===== src/rtl/shreg_pkg.sv =====
package shreg_pkg;
  typedef enum logic [1:0] {
    OP_READ      = 2'd0,
    OP_REGISTER  = 2'd1,
    OP_WRITEBACK = 2'd2,
    OP_RSVD      = 2'd3
  } op_e;

  typedef enum logic [1:0] {
    RSP_DATA     = 2'd0,
    RSP_REDIRECT = 2'd1,
    RSP_ACK      = 2'd2,
    RSP_NACK     = 2'd3
  } rsp_e;

  typedef enum logic [1:0] {
    ST_IDLE,
    ST_LOOK,
    ST_EVICT,
    ST_FILL
  } st_e;
endpackage


===== src/rtl/shreg_backing_mem.sv =====
module shreg_backing_mem #(
  parameter int MEM_LINES = 16,
  parameter int WORDS     = 4,
  parameter int DATA_W    = 16,
  parameter int MEM_BASE  = 'hA000
) (
  input  logic                         clk_i,
  input  logic                         rst_ni,
  input  logic [$clog2(MEM_LINES)-1:0] idx_i,
  input  logic                         wr_en_i,
  input  logic [WORDS*DATA_W-1:0]      wr_line_i,
  output logic [WORDS*DATA_W-1:0]      rd_line_o
);
  localparam int LINE_W = WORDS * DATA_W;

  logic [LINE_W-1:0] mem_q [MEM_LINES];

  // reset contents are computed from the word address
  always_ff @(posedge clk_i or negedge rst_ni) begin
    if (!rst_ni) begin
      for (int l = 0; l < MEM_LINES; l++)
        for (int w = 0; w < WORDS; w++)
          mem_q[l][w*DATA_W +: DATA_W] <= DATA_W'(MEM_BASE + l*WORDS + w);
    end else if (wr_en_i) begin
      mem_q[idx_i] <= wr_line_i;
    end
  end

  assign rd_line_o = mem_q[idx_i];
endmodule


===== src/rtl/shreg_fill_timer.sv =====
module shreg_fill_timer #(
  parameter int LAT = 4
) (
  input  logic clk_i,
  input  logic rst_ni,
  input  logic run_i,
  output logic done_o
);
  localparam int CNT_W = $clog2(LAT + 1);

  logic [CNT_W-1:0] cnt_q;

  assign done_o = run_i && (cnt_q == CNT_W'(LAT - 1));

  always_ff @(posedge clk_i or negedge rst_ni) begin
    if (!rst_ni)                cnt_q <= '0;
    else if (!run_i || done_o)  cnt_q <= '0;
    else                        cnt_q <= cnt_q + CNT_W'(1);
  end

  a_r9_fill_cnt_bound: assert property (@(posedge clk_i) disable iff (!rst_ni)
    cnt_q < CNT_W'(LAT));
  a_r9_done_restarts: assert property (@(posedge clk_i) disable iff (!rst_ni)
    done_o |=> (cnt_q == '0));
endmodule


===== src/rtl/shreg_line_store.sv =====
module shreg_line_store #(
  parameter int LINES  = 4,
  parameter int WORDS  = 4,
  parameter int DATA_W = 16,
  parameter int TAG_W  = 2
) (
  input  logic                     clk_i,
  input  logic                     rst_ni,
  input  logic [$clog2(LINES)-1:0] idx_i,
  input  logic [$clog2(WORDS)-1:0] word_i,
  output logic                     valid_o,
  output logic                     dirty_o,
  output logic [TAG_W-1:0]         tag_o,
  output logic                     any_flag_o,
  output logic                     flag_o,
  output logic [DATA_W-1:0]        pay_o,
  output logic [WORDS*DATA_W-1:0]  line_o,
  input  logic                     fill_en_i,
  input  logic [TAG_W-1:0]         fill_tag_i,
  input  logic [WORDS*DATA_W-1:0]  fill_line_i,
  input  logic                     wr_en_i,
  input  logic                     wr_flag_i,
  input  logic [DATA_W-1:0]        wr_pay_i,
  input  logic                     wr_dirty_i
);
  localparam int LINE_W = WORDS * DATA_W;

  logic [LINES-1:0]  valid_q, dirty_q;
  logic [TAG_W-1:0]  tag_q  [LINES];
  logic [WORDS-1:0]  flag_q [LINES];
  logic [LINE_W-1:0] data_q [LINES];

  always_ff @(posedge clk_i or negedge rst_ni) begin
    if (!rst_ni) begin
      valid_q <= '0;
      dirty_q <= '0;
      for (int l = 0; l < LINES; l++) begin
        tag_q[l]  <= '0;
        flag_q[l] <= '0;
        data_q[l] <= '0;
      end
    end else if (fill_en_i) begin
      valid_q[idx_i] <= 1'b1;
      dirty_q[idx_i] <= 1'b0;
      tag_q[idx_i]   <= fill_tag_i;
      flag_q[idx_i]  <= '0;
      data_q[idx_i]  <= fill_line_i;
    end else if (wr_en_i) begin
      flag_q[idx_i][word_i]                       <= wr_flag_i;
      data_q[idx_i][int'(word_i)*DATA_W +: DATA_W] <= wr_pay_i;
      if (wr_dirty_i) dirty_q[idx_i] <= 1'b1;
    end
  end

  assign valid_o    = valid_q[idx_i];
  assign dirty_o    = dirty_q[idx_i];
  assign tag_o      = tag_q[idx_i];
  assign any_flag_o = |flag_q[idx_i];
  assign flag_o     = flag_q[idx_i][word_i];
  assign pay_o      = data_q[idx_i][int'(word_i)*DATA_W +: DATA_W];
  assign line_o     = data_q[idx_i];

  // a line carrying an owner must never be overwritten by a fill
  a_r10_no_fill_over_owned: assert property (@(posedge clk_i) disable iff (!rst_ni)
    fill_en_i |-> !(valid_q[idx_i] && (|flag_q[idx_i])));
  a_r11_fill_clean: assert property (@(posedge clk_i) disable iff (!rst_ni)
    fill_en_i |=> (!dirty_q[$past(idx_i)] && flag_q[$past(idx_i)] == '0));
endmodule


===== src/rtl/shreg_registry.sv =====
module shreg_registry
  import shreg_pkg::*;
#(
  parameter int MEM_LINES = 16,
  parameter int LINES     = 4,
  parameter int WORDS     = 4,
  parameter int DATA_W    = 16,
  parameter int ID_W      = 3,
  parameter int FILL_LAT  = 4,
  parameter int MEM_BASE  = 'hA000,
  localparam int WORD_W    = $clog2(WORDS),
  localparam int IDX_W     = $clog2(LINES),
  localparam int MEM_IDX_W = $clog2(MEM_LINES),
  localparam int TAG_W     = MEM_IDX_W - IDX_W,
  localparam int ADDR_W    = MEM_IDX_W + WORD_W
) (
  input  logic              clk_i,
  input  logic              rst_ni,
  input  logic              req_valid_i,
  output logic              req_ready_o,
  input  logic [1:0]        req_op_i,
  input  logic [ID_W-1:0]   req_src_i,
  input  logic [ADDR_W-1:0] req_addr_i,
  input  logic [DATA_W-1:0] req_data_i,
  output logic              rsp_valid_o,
  output logic [1:0]        rsp_kind_o,
  output logic [ID_W-1:0]   rsp_dst_o,
  output logic [DATA_W-1:0] rsp_data_o,
  output logic              rvk_valid_o,
  output logic [ID_W-1:0]   rvk_dst_o,
  output logic [ADDR_W-1:0] rvk_addr_o
);
  localparam int LINE_W = WORDS * DATA_W;

  st_e               st_q, st_d;
  op_e               op_q;
  logic [ID_W-1:0]   src_q;
  logic [ADDR_W-1:0] addr_q;
  logic [DATA_W-1:0] data_q;

  logic [WORD_W-1:0] word_q;
  logic [IDX_W-1:0]  idx_q;
  logic [TAG_W-1:0]  tag_q;
  assign word_q = addr_q[WORD_W-1:0];
  assign idx_q  = addr_q[WORD_W +: IDX_W];
  assign tag_q  = addr_q[ADDR_W-1 -: TAG_W];

  logic              ls_valid, ls_dirty, ls_any_flag, ls_flag;
  logic [TAG_W-1:0]  ls_tag;
  logic [DATA_W-1:0] ls_pay;
  logic [LINE_W-1:0] ls_line, mem_line;
  logic              ls_fill_en, ls_wr_en, ls_wr_flag, ls_wr_dirty;
  logic [DATA_W-1:0] ls_wr_pay;
  logic              mem_wr, timer_run, timer_done;
  logic [MEM_IDX_W-1:0] mem_idx;

  shreg_line_store #(
    .LINES(LINES), .WORDS(WORDS), .DATA_W(DATA_W), .TAG_W(TAG_W)
  ) u_store (
    .clk_i, .rst_ni,
    .idx_i(idx_q), .word_i(word_q),
    .valid_o(ls_valid), .dirty_o(ls_dirty), .tag_o(ls_tag),
    .any_flag_o(ls_any_flag), .flag_o(ls_flag), .pay_o(ls_pay), .line_o(ls_line),
    .fill_en_i(ls_fill_en), .fill_tag_i(tag_q), .fill_line_i(mem_line),
    .wr_en_i(ls_wr_en), .wr_flag_i(ls_wr_flag), .wr_pay_i(ls_wr_pay),
    .wr_dirty_i(ls_wr_dirty)
  );

  assign mem_idx = (st_q == ST_EVICT) ? {ls_tag, idx_q} : {tag_q, idx_q};

  shreg_backing_mem #(
    .MEM_LINES(MEM_LINES), .WORDS(WORDS), .DATA_W(DATA_W), .MEM_BASE(MEM_BASE)
  ) u_mem (
    .clk_i, .rst_ni,
    .idx_i(mem_idx), .wr_en_i(mem_wr), .wr_line_i(ls_line), .rd_line_o(mem_line)
  );

  shreg_fill_timer #(.LAT(FILL_LAT)) u_timer (
    .clk_i, .rst_ni, .run_i(timer_run), .done_o(timer_done)
  );

  logic            hit;
  logic [ID_W-1:0] owner;
  assign hit   = ls_valid && (ls_tag == tag_q);
  assign owner = ls_pay[ID_W-1:0];

  logic              rsp_fire, rvk_fire;
  rsp_e              rsp_kind;
  logic [DATA_W-1:0] rsp_data;

  always_comb begin
    st_d        = st_q;
    rsp_fire    = 1'b0;
    rsp_kind    = RSP_NACK;
    rsp_data    = '0;
    rvk_fire    = 1'b0;
    ls_wr_en    = 1'b0;
    ls_wr_flag  = 1'b0;
    ls_wr_pay   = '0;
    ls_wr_dirty = 1'b0;
    ls_fill_en  = 1'b0;
    mem_wr      = 1'b0;
    timer_run   = 1'b0;
    unique case (st_q)
      ST_IDLE: if (req_valid_i) st_d = ST_LOOK;
      ST_LOOK: begin
        if (op_q == OP_RSVD) begin
          rsp_fire = 1'b1;
        end else if (hit) begin
          rsp_fire = 1'b1;
          unique case (op_q)
            OP_READ: begin
              rsp_kind = ls_flag ? RSP_REDIRECT : RSP_DATA;
              rsp_data = ls_pay;
            end
            OP_REGISTER: begin
              ls_wr_en   = 1'b1;
              ls_wr_flag = 1'b1;
              ls_wr_pay  = DATA_W'(src_q);
              rsp_kind   = RSP_ACK;
              rvk_fire   = ls_flag && (owner != src_q);
            end
            OP_WRITEBACK: begin
              if (ls_flag && owner == src_q) begin
                ls_wr_en    = 1'b1;
                ls_wr_pay   = data_q;
                ls_wr_dirty = 1'b1;
                rsp_kind    = RSP_ACK;
              end
            end
            default: ;
          endcase
        end else if (ls_valid && ls_any_flag) begin
          rsp_fire = 1'b1;  // victim pinned by an owner
        end else if (ls_valid && ls_dirty) begin
          st_d = ST_EVICT;
        end else begin
          st_d = ST_FILL;
        end
        if (rsp_fire) st_d = ST_IDLE;
      end
      ST_EVICT: begin
        mem_wr = 1'b1;
        st_d   = ST_FILL;
      end
      ST_FILL: begin
        timer_run = 1'b1;
        if (timer_done) begin
          ls_fill_en = 1'b1;
          st_d       = ST_LOOK;
        end
      end
      default: st_d = ST_IDLE;
    endcase
  end

  assign req_ready_o = (st_q == ST_IDLE);

  always_ff @(posedge clk_i or negedge rst_ni) begin
    if (!rst_ni) begin
      st_q        <= ST_IDLE;
      op_q        <= OP_READ;
      src_q       <= '0;
      addr_q      <= '0;
      data_q      <= '0;
      rsp_valid_o <= 1'b0;
      rsp_kind_o  <= '0;
      rsp_dst_o   <= '0;
      rsp_data_o  <= '0;
      rvk_valid_o <= 1'b0;
      rvk_dst_o   <= '0;
      rvk_addr_o  <= '0;
    end else begin
      st_q <= st_d;
      if (req_valid_i && req_ready_o) begin
        op_q   <= op_e'(req_op_i);
        src_q  <= req_src_i;
        addr_q <= req_addr_i;
        data_q <= req_data_i;
      end
      rsp_valid_o <= rsp_fire;
      rvk_valid_o <= rvk_fire;
      if (rsp_fire) begin
        rsp_kind_o <= rsp_kind;
        rsp_dst_o  <= src_q;
        rsp_data_o <= rsp_data;
      end
      if (rvk_fire) begin
        rvk_dst_o  <= owner;
        rvk_addr_o <= addr_q;
      end
    end
  end

  a_r2_busy_after_accept: assert property (@(posedge clk_i) disable iff (!rst_ni)
    (req_valid_i && req_ready_o) |=> !req_ready_o);
  a_r2_rsp_single_pulse: assert property (@(posedge clk_i) disable iff (!rst_ni)
    rsp_valid_o |=> !rsp_valid_o);
  a_r2_idle_with_rsp: assert property (@(posedge clk_i) disable iff (!rst_ni)
    rsp_valid_o |-> req_ready_o);
  a_r5_rvk_with_ack: assert property (@(posedge clk_i) disable iff (!rst_ni)
    rvk_valid_o |-> (rsp_valid_o && rsp_kind_o == RSP_ACK));
  a_r5_rvk_not_self: assert property (@(posedge clk_i) disable iff (!rst_ni)
    rvk_valid_o |-> (rvk_dst_o != rsp_dst_o));
  a_r4_redirect_id_width: assert property (@(posedge clk_i) disable iff (!rst_ni)
    (rsp_valid_o && rsp_kind_o == RSP_REDIRECT) |-> ((rsp_data_o >> ID_W) == '0));
endmodule


===== config.mk =====
export PLATFORM = sky130hd
export DESIGN_NAME = shreg_registry
export DESIGN_NICKNAME = d
export VERILOG_FILES = /design/src/rtl/shreg_pkg.sv /design/src/rtl/shreg_backing_mem.sv /design/src/rtl/shreg_fill_timer.sv /design/src/rtl/shreg_line_store.sv /design/src/rtl/shreg_registry.sv
export SDC_FILE = /design/constraint.sdc
export NUM_CORES = 2
export LEC_CHECK = 0
export CORE_ASPECT_RATIO = 0.5
export CORE_MARGIN = 1
export CORE_UTILIZATION = 60
export CTS_BUF_LIST = sky130_fd_sc_hd__clkbuf_4 sky130_fd_sc_hd__clkbuf_8
export DETAILED_ROUTE_END_ITERATION = 8
export DONT_BUFFER_PORTS = 1
export PLACE_DENSITY_LB_ADDON = 0.15
export SETUP_SLACK_MARGIN = 0.02
export SLEW_MARGIN = 20
export SYNTH_ARGS = -nofsm -noshare
export SYNTH_HDL_FRONTEND = slang
export SYNTH_SLANG_ARGS = --single-unit

===== constraint.sdc =====
create_clock -name clk_i -period 4.5 [get_ports clk_i]
set_input_delay 0.9 -clock clk_i [delete_from_list [all_inputs] [get_ports clk_i]]
set_output_delay 0.9 -clock clk_i [all_outputs]
set_load 0.005 [all_outputs]

# Yosys cells after proc, flatten, opt, wreduce, memory -nomap -nowiden
# Cells that the tools add are included.
dict set report classes {
  addsub 2
  n_mul 0
  n_div 0
  order_cmp 8
  eq_ne 15
  n_shift 3
  mux 97
  bitwise 8
  reduce_logical 20
}
# cell n
set ops {}
lappend ops {{$bwmux 1024} 1}
lappend ops {{$bwmux 256} 2}
lappend ops {{$mux 256} 2}
lappend ops {{$mux 64} 7}
lappend ops {{$bmux 64 s4} 1}
lappend ops {{$demux 64 s2} 2}
lappend ops {{$demux 64 s4} 1}
lappend ops {{$mux 16} 10}
lappend ops {{$bmux 64 s2} 1}
lappend ops {{$shift 16x33->64 const A} 1}
lappend ops {{$shiftx 16x33->64} 1}
lappend ops {{$shiftx 64x7->16} 1}
lappend ops {{$mux 1} 33}
lappend ops {{$neg 6->33} 1}
lappend ops {{$mux 4} 8}
lappend ops {{$pmux 16 s2} 1}
lappend ops {{$mux 2} 12}
lappend ops {{$and 16x16->16} 1}
lappend ops {{$bwmux 16} 1}
lappend ops {{$demux 4 s2} 2}
lappend ops {{$not 16->16} 1}
lappend ops {{$logic_and 1x1->1} 11}
lappend ops {{$ne 3x3->1 const B} 3}
lappend ops {{$bmux 4 s2} 1}
lappend ops {{other kinds (36)} 48}
dict set report word_totals {
  register_bits 1376
  latch_bits 0
  mem_bits_rw 0
  mem_bits_ro 0
  wordCells 196
  mem_count 0
}

# Logic depth before layout (Yosys ltp)
dict set report depth {
  ltp_word 16
  mapped_depth 13
}

# By module
# From an unflattened synthesis, not the netlist that was laid out.
dict set report hier_totals {
  cells_unflattened 4395
  hier_area_um2 65756.8
}
# module instances cells_each area_each_um2 seq_area_each_um2
set by_module_without_submodules {}
lappend by_module_without_submodules {shreg_backing_mem 1 2775 46577.2 26025.0}
lappend by_module_without_submodules {shreg_line_store 1 1413 16310.6 7206.9}
lappend by_module_without_submodules {shreg_registry 1 197 2733.9 1526.5}
lappend by_module_without_submodules {shreg_fill_timer 1 10 135.1 75.1}

# Least setup slack after synthesis
# OpenSTA, ideal clock, no wires.
dict set report synth_path {
  kind {register to register}
  from {register addr_q[1]}
  to {register u_store.data_q[54] (netlist name)}
  setup_ns 0.126
  arrival_time_ns 3.003
  required_time_ns 4.374
  setup_slack_ns 1.371
  path_stages_with_launch 11
  path_buffers 3
  period_less_slack_ns 3.129
  path_cell_list {dfrtp_1 buf_2 inv_2 mux4_2 mux2i_1 xor2_1 clkbuf_2 nor3_4 a41oi_4 buf_4 a221o_1}
}
dict set report synth_between {
  elab_chain_cells 12
  elab_cells_between_ends 24
}
# item line
set synth_rtl {}
lappend synth_rtl {{from (decl)} shreg_registry.sv:38} ;# logic [ADDR_W-1:0] addr_q;
lappend synth_rtl {{from (signal assigned)} shreg_registry.sv:178} ;# addr_q <= req_addr_i;
lappend synth_rtl {{$shiftx 64x7->16 / $bmux 1 s2 (equally long branches)} {shreg_line_store.sv:60, shreg_line_store.sv:59}}
lappend synth_rtl {{$eq 3x3->1 / $mux 1 (equally long branches)} {shreg_registry.sv:124, shreg_line_store.sv:59}}
lappend synth_rtl {{$logic_and 1x1->1} shreg_registry.sv:124} ;# if (ls_flag && owner == src_q) begin
lappend synth_rtl {{$mux 16} shreg_registry.sv:124}
lappend synth_rtl {{$pmux 16 s2} shreg_registry.sv:111} ;# unique case (op_q)
lappend synth_rtl {{$mux 16} shreg_registry.sv:109} ;# end else if (hit) begin
lappend synth_rtl {{$mux 16} shreg_registry.sv:107} ;# if (op_q == OP_RSVD) begin
lappend synth_rtl {{$mux 16} shreg_registry.sv:104} ;# unique case (st_q)
lappend synth_rtl {{$shiftx 16x33->64} shreg_line_store.sv:50} ;# data_q[idx_i][int'(word_i)*DATA_W +: DATA_W] <= wr_pay_i;
lappend synth_rtl {{$bwmux 256} shreg_line_store.sv:50}
lappend synth_rtl {{$mux 256} shreg_line_store.sv:48} ;# end else if (wr_en_i) begin
lappend synth_rtl {{$mux 256} shreg_line_store.sv:42} ;# end else if (fill_en_i) begin
lappend synth_rtl {{to (signal, indexed assignment)} shreg_line_store.sv:47} ;# data_q[idx_i] <= fill_line_i;
lappend synth_rtl {{to (signal, indexed assignment)} shreg_line_store.sv:50}
lappend synth_rtl {{to (decl)} shreg_line_store.sv:31} ;# logic [LINE_W-1:0] data_q [LINES];
# Parallel ways exist; a longest one is shown, timed or not. The select of a mux whose other input is x is not followed.
# A chain may end at the register's enable or synchronous reset.

# Worst setup path after layout
dict set report layout_path {
  from {register addr_q[3]}
  to {register u_store.data_q[230] (netlist name)}
}
dict set report layout_between {
  elab_chain_cells 16
  elab_cells_between_ends 47
}
# item line
set layout_rtl {}
lappend layout_rtl {{$not 2->3 (not written as such)} --}
lappend layout_rtl {{$bmux 64 s2 / $bmux 4 s2 (equally long branches)} {shreg_line_store.sv:60, shreg_line_store.sv:59}}
lappend layout_rtl {{$mux 64 (not written as such) / $mux 4 (equally long branches) (2 in series)} {shreg_line_store.sv:60, shreg_line_store.sv:59}}
lappend layout_rtl {{$shiftx 64x7->16 / $bmux 1 s2 (equally long branches)} {shreg_line_store.sv:60, shreg_line_store.sv:59}}
lappend layout_rtl {{$eq 3x3->1 / $mux 1 (equally long branches)} {shreg_registry.sv:124, shreg_line_store.sv:59}}
lappend layout_rtl {{$logic_and 1x1->1} shreg_registry.sv:124}
lappend layout_rtl {{$mux 16} shreg_registry.sv:124}
lappend layout_rtl {{$pmux 16 s2} shreg_registry.sv:111}
lappend layout_rtl {{$mux 16} shreg_registry.sv:109}
lappend layout_rtl {{$mux 16} shreg_registry.sv:107}
lappend layout_rtl {{$mux 16} shreg_registry.sv:104}
lappend layout_rtl {{$shiftx 16x33->64} shreg_line_store.sv:50}
lappend layout_rtl {{$bwmux 256} shreg_line_store.sv:50}
lappend layout_rtl {{$mux 256} shreg_line_store.sv:48}
lappend layout_rtl {{$mux 256} shreg_line_store.sv:42}
# Parallel ways exist; a longest one is shown, timed or not. The select of a mux whose other input is x is not followed.

==> metrics.csv <==
stage,metric,value,unit
yosys,async_reset_ff_share,100,%
floorplanning,start_util,60.6,%
global_routing,antenna_violations_before_repair,10,
outcome,status,completed,
drt,detail_route.iter0.violations,4984,
clock_network,deepest_clock_path_buffer_count,3,
timing,fmax,242,MHz
clock_network,cts.reportedPaths.clkPinSlew,0.07,ns
yosys,mappedNetlistArea,62300,sq um
yosys,synth_warnings,0,
timing,grt_setup_unrepaired,false,
placed_design,detailedPlace.worstSlack,-0.109,ns
hold_path,tightest_hold_check_type,in2reg,
clock_network,cts_repair_resize_count,0,
timing,worst_slew_pin_slew,1.13,ns
setup_path,worstPathArrival,4.94,ns
clock_network,latest_clock_arrival_within_the_worst_skew_pair,0.92,ns
floorplanning,chipWidth,458,um
clock_network,cts-buffers-inserted,189,
timing,layout_worst_path_cycle_share,91.8,%
setup_path,slowest_delay,0.86,ns
finish,num-nets-final,5483,
yosys,average_cell_area_after_synthesis,11.2,sq um
global_routing,first_global_vias,45000,
drt,dr.pass1.iters,6,
timing,holdWs,0.153,ns
global_routing,wire_length_of_the_first_global_routing_pass,275000,um
yosys,synth_seq_cells,1376,
setup_path,cp.required,5.30,ns
setup_path,worstSetupStartpointType,register,
job,drv.max_cap_violation_count,0,
timing,timing_hold_violations_final,0,
floorplanning,core_area,103000,sq um
power_and_ir_drop,ir_worst_vdd,0.000448,V
power_and_ir_drop,power_density,521,nW/um^2
clock_network,clock_tree.root_cell,sky130_fd_sc_hd__clkbuf_8,
drt,count_of_nets_left_with_antenna_violations_after_detail_routing,0,
setup_path,cp_top_family,simple AND/OR/NAND/NOR gates,
drt,vias_per_cell,6.49,
clock_network,cts-htree-levels,4,
timing,fin_ws,0.368,ns
setup_path,crit_top_cell,sky130_fd_sc_hd__mux2i_1,
global_routing,grt.overflow.total,0,
floorplanning,io-pin-count,63,
yosys,synth-edff-count,0,
power_and_ir_drop,leakagePower,0.0289,uW
setup_path,crit_type,reg2reg,
timing,worst_slew_margin_rel,24.6,%
floorplanning,dieHeight,230,um
finish,finish.utilization,66.4,%
setup_path,critical_path_depth,8,
hold_path,worstHoldPathCells,1,
floorplanning,die_area,105000,sq um
clock_network,cts_tree,done,
setup_path,timing.critical_path.buf_inv,1,
finish,filler_cell_count,7753,
setup_path,critical_path.cell_chain,mux2i_1 -> mux4_2 -> mux2i_1 -> buf_4 -> xor2_1 -> or4_1 -> and2_1 -> o2bb2ai_1,
setup_path,reg2reg_depth,8,
drt,route.vias.total,45200,
setup_path,end_kind,register,
placed_design,globalplace.congestion,0.930,
finish,layout-drive-gt1-share,23.6,%
drt,postRouteWirelength,178000,um
yosys,synth-seq-area-share,55.9,%
placed_design,place_hpwl,106000,um
timing,skew,0.0449,ns
yosys,postSynthCellCount,5573,
global_routing,grt_util_all_layers,34.6,%
setup_path,timing.critical_path.fanout_max,37,
yosys,ys.flop_type,sky130_fd_sc_hd__dfrtp_1,
placed_design,placement.io_buffers,0,
drt,drc,0,
floorplanning,core.rowCount,83,
finish,area_delta_synth_final,9.55,%
timing,timing.final.setup_violations,0,
finish,mostFrequentLayoutCells,"1,169 x sky130_fd_sc_hd__nand2_1, 1,054 x sky130_fd_sc_hd__dfrtp_1, 1,047 x sky130_fd_sc_hd__o21ai_0",
yosys,syn_nets,5620,
drt,detail_route.wl_per_cell,25.5,um
clock_network,clkSinkCount,1376,
yosys,synthDistinctLibCells,61,
finish,final_common_cell,sky130_fd_sc_hd__nand2_1,
timing,timing.final.max_slew_violations,0,
setup_path,critPathSlowestCell,sky130_fd_sc_hd__dfrtp_4,
timing,min_period,4.13,ns
global_routing,largest_net_degree_at_the_start_of_global_routing,249,
stage by stage:
step           instance area (sq um)  total power [uW]  setup TNS [ns]  cells
3_3_place_gp                   64000             25000               0   6593
4_1_cts                        68100             35500               0   6948
2_1_floorplan                  62300             21000               0   5573
6_report                       68300             35600               0   6965
3_5_place_dp                   64000             25300          -10.44   6595
5_1_grt                        68300             37000               0   6957
power by group:
part           internal, uW  switching [uW]
Combinational          3660            7190
Clock                  5440            4810
Sequential            13400            1070
worst reg2reg max path, delay by kind of cell, from the launching register on:
family / cells / cell delay, ns
AND/OR/NAND/NOR: 2 / 1.07
multiplexers: 3 / 1.02
flip-flops: 1 / 0.86
XOR/XNOR: 1 / 0.70
AO/OA/AOI/OAI: 1 / 0.20
buffers and inverters: 1 / 0.19
per-layer routing:
layer	wire (um)	global-route usage, %	up-vias
met4	4700	11.8	6
li1	-	-	19700
met5	48	0	-
met1	76900	51.0	23100
met2	77000	49.6	2123
met3	19100	9.48	302
sequential cells by signal, indices dropped and copies added (netlist names), 4 cells and up, named ones only:
signal           flops
rvk_addr_o           6
u_mem.mem_q       1024
u_store.flag_q      16
u_store.data_q     256
rsp_data_o          16
data_q              16
addr_q               6
u_store.valid_q      4
u_store.tag_q        8
kinds of logic after synthesis:
family,count (synthesis),synth area share [%]
flops,1376,55.9
simple gates,1490,9.83
buf+inv,544,3.51
xor+xnor,6,0.0843
compound gates,1586,15.5
mux,554,14.8
fa+ha+maj,17,0.341
area by class of cell:
type | instances | area [sq um] | area share (%)
Antenna cell | 10 | 25.0 | 0.0366
Clock buffer | 333 | 3910 | 5.73
Clock inverter | 17 | 131 | 0.192
Inverter | 26 | 97.6 | 0.143
Multi-Input combinational cell | 3653 | 25500 | 37.4
Sequential cell | 1376 | 34800 | 51.0
Tap cell | 1360 | 1700 | 2.49
Timing Repair Buffer | 190 | 2070 | 3.03
cell usage after synthesis, types with 6 or more instances:
library cell                number  area share [%]
sky130_fd_sc_hd__nand2b_1        6           0.060
sky130_fd_sc_hd__a22o_1         27            0.38
sky130_fd_sc_hd__buf_2          61            0.49
sky130_fd_sc_hd__o2bb2ai_1     108             1.5
sky130_fd_sc_hd__a21oi_1        32            0.26
sky130_fd_sc_hd__a31oi_1        10            0.10
sky130_fd_sc_hd__nand3_1        47            0.38
sky130_fd_sc_hd__clkbuf_1      398             2.4
sky130_fd_sc_hd__a41oi_1        28            0.39
sky130_fd_sc_hd__o21ai_0      1048             8.4
sky130_fd_sc_hd__buf_1          49            0.30
sky130_fd_sc_hd__mux4_2        283              10
sky130_fd_sc_hd__mux2i_1       145             2.3
sky130_fd_sc_hd__a221o_1       116             1.9
sky130_fd_sc_hd__and3_1          7           0.070
sky130_fd_sc_hd__nor2b_1        52            0.52
sky130_fd_sc_hd__o221ai_1       12            0.17
sky130_fd_sc_hd__mux2_2        125             2.3
sky130_fd_sc_hd__nor2_1         95            0.57
sky130_fd_sc_hd__or4_1           9            0.11
sky130_fd_sc_hd__inv_1          23            0.14
sky130_fd_sc_hd__dfrtp_1      1056              42
sky130_fd_sc_hd__nand2_1      1188             7.2
sky130_fd_sc_hd__o211ai_1       41            0.49
sky130_fd_sc_hd__ha_1           17            0.34
sky130_fd_sc_hd__dfstp_2       320              13
sky130_fd_sc_hd__and2_1         62            0.62
sky130_fd_sc_hd__a211oi_1       83             1.0
sky130_fd_sc_hd__o21ai_1        55            0.44
repair_timing:
action                                 in CTS  in global routing
buffers inserted                            0                  0
endpoints found under the hold margin      85                  0
hold buffers                                3                  0
path summary, 6_finish.rpt:
path / startpoint / end / slack [ns]
setup / recovery: addr_q[3] / u_store.data_q[230] / 0.37
hold / removal: req_data_i[0] / data_q[0] / 0.15
setup reg to reg: addr_q[3] / u_store.data_q[230] / 0.37
hold reg to reg: u_timer.cnt_q[0] / u_timer.cnt_q[0] / 0.46
max in group asynchronous: rst_ni / u_mem.mem_q[980] / 0.65
min in group asynchronous: rst_ni / rvk_valid_o / 0.67
(Power assumes the default switching activity.)
